File: config.mk
export PLATFORM = sky130hd
export DESIGN_NAME = ep_alloc
export DESIGN_NICKNAME = d
export VERILOG_FILES = /design/src/rtl/ep_alloc_pkg.sv /design/src/rtl/ep_alloc_regs.sv /design/src/rtl/ep_alloc_walker.sv /design/src/rtl/ep_alloc.sv
export SDC_FILE = /design/constraint.sdc
export NUM_CORES = 2
export LEC_CHECK = 0
export BUFFER_PORTS_ARGS = -buffer_cell sky130_fd_sc_hd__buf_2
export CORE_MARGIN = 3
export CORE_UTILIZATION = 50
export CTS_CLUSTER_DIAMETER = 120
export CTS_CLUSTER_SIZE = 30
export DETAILED_ROUTE_END_ITERATION = 6
export HOLD_SLACK_MARGIN = 0.08
export PLACE_DENSITY_LB_ADDON = 0.12
export SKIP_CTS_REPAIR_TIMING = 1
export SLEW_MARGIN = 20
export SYNTH_ARGS = -nofsm -noshare
export SYNTH_HDL_FRONTEND = slang
export SYNTH_SLANG_ARGS = --single-unit
export TNS_END_PERCENT = 20
File: constraint.sdc
create_clock -name clk -period 7 [get_ports clk]
set_input_delay 0.35 -clock clk [delete_from_list [all_inputs] [get_ports clk]]
set_output_delay 0.35 -clock clk [all_outputs]
set_load 0.05 [all_outputs]
File: src/rtl/ep_alloc_pkg.sv
package ep_alloc_pkg;
  typedef enum logic [2:0] {
    REG_REALIZE = 3'd0,
    REG_INDEX   = 3'd1,
    REG_SIZE    = 3'd2,
    REG_STATUS  = 3'd3,
    REG_DBUF    = 3'd4
  } reg_sel_e;

  // Words one endpoint needs: header plus packet rounded up, per buffer
  function automatic int unsigned ep_words(input int unsigned bytes, input logic dbl);
    int unsigned per_buf;
    per_buf = ((bytes + 32'd3) >> 2) + 32'd1;
    return dbl ? (per_buf << 1) : per_buf;
  endfunction
endpackage

File: src/rtl/ep_alloc_regs.sv
module ep_alloc_regs
  import ep_alloc_pkg::*;
#(
  parameter int unsigned NUM_EP = 32,
  parameter int unsigned MPS_W  = 10,
  localparam int unsigned PW    = $clog2(NUM_EP)
) (
  input  logic              clk,
  input  logic              rst_n,
  input  logic              wr_en,
  input  logic [2:0]        wr_addr,
  input  logic [31:0]       wr_data,
  input  logic [2:0]        rd_addr,
  output logic [31:0]       rd_data,
  input  logic              busy,
  input  logic              finish,
  input  logic              ovf_set,
  output logic [NUM_EP-1:0] realize,
  output logic [NUM_EP-1:0] dbuf,
  output logic [MPS_W-1:0]  mps [NUM_EP],
  output logic              start,
  output logic              done,
  output logic              err
);
  logic [PW-1:0] idx_q;
  logic          clr_done, clr_err;

  assign start    = wr_en && (wr_addr == REG_REALIZE || wr_addr == REG_SIZE || wr_addr == REG_DBUF);
  assign clr_done = wr_en && wr_addr == REG_STATUS && wr_data[0];
  assign clr_err  = wr_en && wr_addr == REG_STATUS && wr_data[1];

  always_ff @(posedge clk) begin
    if (!rst_n) begin
      realize <= '0;
      dbuf    <= '0;
      idx_q   <= '0;
      done    <= 1'b0;
      err     <= 1'b0;
      for (int i = 0; i < NUM_EP; i++) mps[i] <= '0;
    end else begin
      if (wr_en) begin
        case (wr_addr)
          REG_REALIZE: realize    <= wr_data[NUM_EP-1:0];
          REG_INDEX:   idx_q      <= wr_data[PW-1:0];
          REG_SIZE:    mps[idx_q] <= wr_data[MPS_W-1:0];
          REG_DBUF:    dbuf       <= wr_data[NUM_EP-1:0];
          default: ;
        endcase
      end
      if (finish)        done <= 1'b1;
      else if (clr_done) done <= 1'b0;
      if (ovf_set)       err  <= 1'b1;
      else if (clr_err)  err  <= 1'b0;
    end
  end

  always_comb begin
    rd_data = '0;
    case (rd_addr)
      REG_REALIZE: rd_data = 32'(realize);
      REG_INDEX:   rd_data = 32'(idx_q);
      REG_SIZE:    rd_data = 32'(mps[idx_q]);
      REG_STATUS:  rd_data = {29'd0, busy, err, done};
      REG_DBUF:    rd_data = 32'(dbuf);
      default:     rd_data = '0;
    endcase
  end
endmodule

File: src/rtl/ep_alloc_walker.sv
module ep_alloc_walker
  import ep_alloc_pkg::*;
#(
  parameter int unsigned NUM_EP    = 32,
  parameter int unsigned MPS_W     = 10,
  parameter int unsigned PTR_WORDS = 32,
  parameter int unsigned RAM_WORDS = 512,
  localparam int unsigned PW       = $clog2(NUM_EP),
  localparam int unsigned AW       = $clog2(RAM_WORDS),
  localparam int unsigned SW       = $clog2(RAM_WORDS + 2 * (((1 << MPS_W) + 3) / 4 + 1) + 1)
) (
  input  logic              clk,
  input  logic              rst_n,
  input  logic              start,
  input  logic [NUM_EP-1:0] realize,
  input  logic [NUM_EP-1:0] dbuf,
  input  logic [MPS_W-1:0]  mps [NUM_EP],
  output logic              busy,
  output logic              finish,
  output logic              ovf_set,
  output logic [AW-1:0]     base [NUM_EP],
  output logic [NUM_EP-1:0] fit
);
  logic [PW-1:0] ptr;
  logic [SW-1:0] acc;
  int unsigned   cur_words, sum;
  logic          want, fits, last;

  always_comb begin
    want      = realize[ptr];
    cur_words = want ? ep_words(32'(mps[ptr]), dbuf[ptr]) : 32'd0;
    sum       = 32'(acc) + cur_words;
    fits      = sum <= RAM_WORDS;
    last      = ptr == PW'(NUM_EP - 1);
  end

  assign finish  = busy && last && !start;
  assign ovf_set = busy && !start && want && !fits;

  always_ff @(posedge clk) begin
    if (!rst_n) begin
      busy <= 1'b0;
      ptr  <= '0;
      acc  <= '0;
      fit  <= '0;
      for (int i = 0; i < NUM_EP; i++) base[i] <= '0;
    end else if (start) begin
      busy <= 1'b1;
      ptr  <= '0;
      acc  <= SW'(PTR_WORDS);
    end else if (busy) begin
      fit[ptr]  <= want && fits;
      base[ptr] <= (want && fits) ? AW'(acc) : '0;
      if (want && fits) acc <= SW'(sum);
      if (last) busy <= 1'b0;
      else      ptr  <= ptr + 1'b1;
    end
  end
endmodule

File: src/rtl/ep_alloc.sv
module ep_alloc
  import ep_alloc_pkg::*;
#(
  parameter int unsigned NUM_EP    = 32,
  parameter int unsigned MPS_W     = 10,
  parameter int unsigned PTR_WORDS = 32,
  parameter int unsigned RAM_WORDS = 512,
  localparam int unsigned PW       = $clog2(NUM_EP),
  localparam int unsigned AW       = $clog2(RAM_WORDS)
) (
  input  logic          clk,
  input  logic          rst_n,
  input  logic          wr_en,
  input  logic [2:0]    wr_addr,
  input  logic [31:0]   wr_data,
  input  logic [2:0]    rd_addr,
  output logic [31:0]   rd_data,
  input  logic          dev_cfg,
  input  logic [PW-1:0] q_ep,
  output logic [AW-1:0] q_base,
  output logic [1:0]    q_bufs,
  output logic          q_realized,
  output logic          q_respond,
  output logic          busy,
  output logic          irq,
  output logic          err
);
  logic [NUM_EP-1:0] realize_q, dbuf_q, fit_q;
  logic [MPS_W-1:0]  mps_q [NUM_EP];
  logic [AW-1:0]     base_q [NUM_EP];
  logic              start, finish, ovf_set;

  ep_alloc_regs #(.NUM_EP(NUM_EP), .MPS_W(MPS_W)) u_regs (
    .clk(clk), .rst_n(rst_n), .wr_en(wr_en), .wr_addr(wr_addr), .wr_data(wr_data),
    .rd_addr(rd_addr), .rd_data(rd_data), .busy(busy), .finish(finish), .ovf_set(ovf_set),
    .realize(realize_q), .dbuf(dbuf_q), .mps(mps_q), .start(start), .done(irq), .err(err)
  );

  ep_alloc_walker #(.NUM_EP(NUM_EP), .MPS_W(MPS_W), .PTR_WORDS(PTR_WORDS), .RAM_WORDS(RAM_WORDS)) u_walk (
    .clk(clk), .rst_n(rst_n), .start(start), .realize(realize_q), .dbuf(dbuf_q), .mps(mps_q),
    .busy(busy), .finish(finish), .ovf_set(ovf_set), .base(base_q), .fit(fit_q)
  );

  assign q_realized = fit_q[q_ep];
  assign q_base     = base_q[q_ep];
  assign q_bufs     = !fit_q[q_ep] ? 2'd0 : (dbuf_q[q_ep] ? 2'd2 : 2'd1);
  assign q_respond  = fit_q[q_ep] && dev_cfg;
endmodule

==> results.yml <==
global_route:
  track_usage: 0.317
  antenna_found_initial: 4
  grt_pass1_wl_um: 176000
  overflow: 0
  grt_pass1_vias: 27500
  grt_max_degree: 196
timing:
  rsz0062_at_grt: "false"
  max_slew_margin: 0.198
  final.min_clock_period_ns: 6.57
  setup_tns_ns: 0
  setup_violations: 0
  final.setup_skew_ns: 0.0337
  fmax_mhz: 152
  final_max_slew_viol_count: 0
  worst_slew_pin_slew_ns: 1.20
  period_share: 0.939
  hold_viol_final: 0
floorplanning:
  core_area_sq_um: 67900
  start_util: 0.510
  num_rows: 95
  ios: 95
  die_h_um: 269
  die_x_um: 269
  dieArea_sq_um: 72400
synthesis:
  synth_fp_nets: 3872
  yosysSeqAreaShare: 0.421
  synthMuxAreaShare: 0.201
  ys_types: 72
  synthAdderAreaFrac: 0.00672
  synth_top_area_frac: 0.421
  synth_xor_area_frac: 0.00380
  ys.flop_type: "dfxtp_1"
  synth_top_family_by_area: "multiplexers"
  synth_edf_count: 0
  yosys.area_share.simple: 0.180
  yosys.area.top_type: "dfxtp_1"
  avgSynthCellArea_sq_um: 9.09
  synth_compound_area_frac: 0.140
  syn-cell-area_sq_um: 34600
  ys.warnings.count: 0
  synth_area_leaders: "dfxtp_1 (42%), mux4_2 (15%), nand3_1 (7.5%)"
  synthCells: 3807
  ys_ff_latch: 728
  ys_async_sr_fraction: 0
clocking:
  cts_tree: "built"
  cts.clk_slew.worst_paths_ns: 0.12
  cts-root-buf: "clkbuf_16"
  clock_latency_ns: 0.66
  cts.sinks: 728
  htreeDepth: 1
  cts.path.max_buffers: 3
  cts_buffers: 28
placed_design:
  numPortBuffers: 94
  place.gp.congestion: 0.965
  hpwl_um: 77000
  dp_cells: 4488
route:
  wl_met3_um: 10200
  route.met2.wl_um: 54000
  drc: 0
  dr.max_layer_used: "met4"
  drt_iter0_markers: 3581
  viasPerCell: 6.55
  wl_per_cell_um: 26.0
  wl_um: 118000
  wl_met1_um: 48500
  drtAntennaViolNets: 0
  vias: 29800
  firstDrtPassIters: 6
pwr:
  vdd_ir_drop_max_mv: 0.196
  power_uw: 6660
  powerDensity_nw_per_um2: 183
  p_leak_uw: 0.0112
worst_setup_path:
  worstReg2RegStart: "u_walk.ptr[1]"
  cpMostUsedCell: "buf_4"
  crit_fanout: 34
  max_stage_delay_ns: 0.53
  worstPathArrival_ns: 7.11
  r2r_setup_slack_ns: 0.43
  crit_required_ns: 7.54
  worstPathCellList: "buf_4, nor3_1, a211oi_1, nor4_2, nand4_1, or2_2, xor2_1, ha_1, inv_1, a211oi_2, nand3_1, a31o_1, ha_1, o21a_1, o31a_1, a21oi_1, or3_1, o41a_1, nor3b_4, buf_4, nand3_1, buf_4, o21ai_0"
  r2r_cells: 23
  path_class: "reg -> reg"
  start_kind: "flop"
  crit_slowest_cell: "dfxtp_4"
  worstReg2RegEnd: "u_walk.base[35]"
  end_kind: "flop"
cells_and_area:
  mostFrequentLayoutCells: "dfxtp_1 (723), nand2_1 (568), nand3_1 (519)"
  fill_cells: 6144
  instances_no_fill: 4546
  fin_nets: 3684
  drive_gt1_frac: 0.129
  layout_commonest_cell: "dfxtp_1"
  area_growth_syn_to_layout_pct: 4.90
job:
  maxCapViolCount: 0
worst_hold_path:
  min-delay-start: "wr_addr[0]"
  hold_depth: 4
  whs_endpoint: "u_regs.realize[3]"
  hp-class: "in -> reg"
outcome:
  status: "completed"
-- cell families after synthesis --
kind of cell | count (synthesis)
other | 1
flip-flops | 728
AND/OR/NAND/NOR | 1364
XOR/XNOR | 15
AO/OA/AOI/OAI | 861
multiplexers | 406
adder cells (fa/ha/maj) | 18
buffers and inverters | 414
-- state kept, by name, summed over array words and instances (netlist names) --
| name | flops |
|---|---|
| u_walk.acc | 11 |
| u_regs.mps | 320 |
| u_walk.busy | 1 |
| u_walk.ptr | 5 |
| u_walk.fit | 32 |
| u_walk.base | 288 |
| u_regs.err | 1 |
| u_regs.dbuf | 32 |
| u_regs.idx_q | 5 |
| u_regs.done | 1 |
| u_regs.realize | 32 |
-- cell usage after synthesis (13+ instances only) --
cell type,n
ha_1,17
clkbuf_1,321
nor2_1,131
o31ai_1,32
a22o_1,23
o22ai_1,50
nor4_1,17
inv_1,14
buf_1,34
nand2_1,569
dfxtp_1,728
a211oi_1,13
mux4_2,231
mux2i_1,164
a21oi_1,353
nor3_1,29
nand3_1,519
a22oi_1,43
o21ai_0,302
buf_2,35
nand4_1,14
-- per-stage QoR --
| stage | utilization | cell area [sq um] | setup WS (ns) | hold WS [ns] |
|---|---|---|---|---|
| after floorplan | - | 34600 | 1.61 | 0.438 |
| after global placement | 0.520 | 35300 | 0.175 | 0.447 |
| after detailed placement | 0.520 | 35300 | 0.103 | 0.456 |
| after CTS | 0.531 | 36100 | 0.0367 | -0.0892 |
| after global routing | 0.535 | 36300 | 0.00627 | 0.221 |
| final | 0.535 | 36300 | 0.430 | 0.209 |
-- layout make-up --
type                       instances  area [sq um]  area share
clock buffer                      31           712      0.0196
sequential                       728         14600       0.402
timing repair buffer             181          1250      0.0344
multi-input combinational       2665         18500       0.509
inverter                          15          63.8     0.00176
tap                              921          1150      0.0317
antenna                            2          5.00    0.000138
clock inverter                     3          43.8     0.00121
-- worst max-delay path: cells and delay by family (launching register included) --
kind,cells,cell delay (ns)
buf+inv,4,0.90
flops,1,0.53
simple gates,8,2.22
xor+xnor,1,0.26
compound gates,8,1.91
fa+ha+maj,2,0.60
-- layer usage --
layer,vias up,GRT usage
met3,255,0.0454
li1,13400,-
met4,0,0.125
met2,1484,0.506
met1,14700,0.438
met5,-,0
-- worst max-delay path by stage --
| stage | startpoint | endpoint | slack (ns) |
|---|---|---|---|
| floorplan | u_walk.ptr[0] | u_walk.acc[6] | 1.61 |
| global placement | u_walk.ptr[1] | u_walk.base[243] | 0.17 |
| detailed placement | u_walk.ptr[1] | u_walk.base[35] | 0.10 |
| CTS | u_walk.ptr[1] | u_walk.base[286] | 0.04 |
| global route | u_walk.ptr[3] | u_walk.base[163] | 0.006 |
| finish | u_walk.ptr[1] | u_walk.base[35] | 0.43 |
-- where the power goes --
part           internal, uW  switching (uW)
Combinational           112             281
Sequential             4150            22.0
Clock                   743            1350
Note: power is estimated with default switching activity, not from simulation.
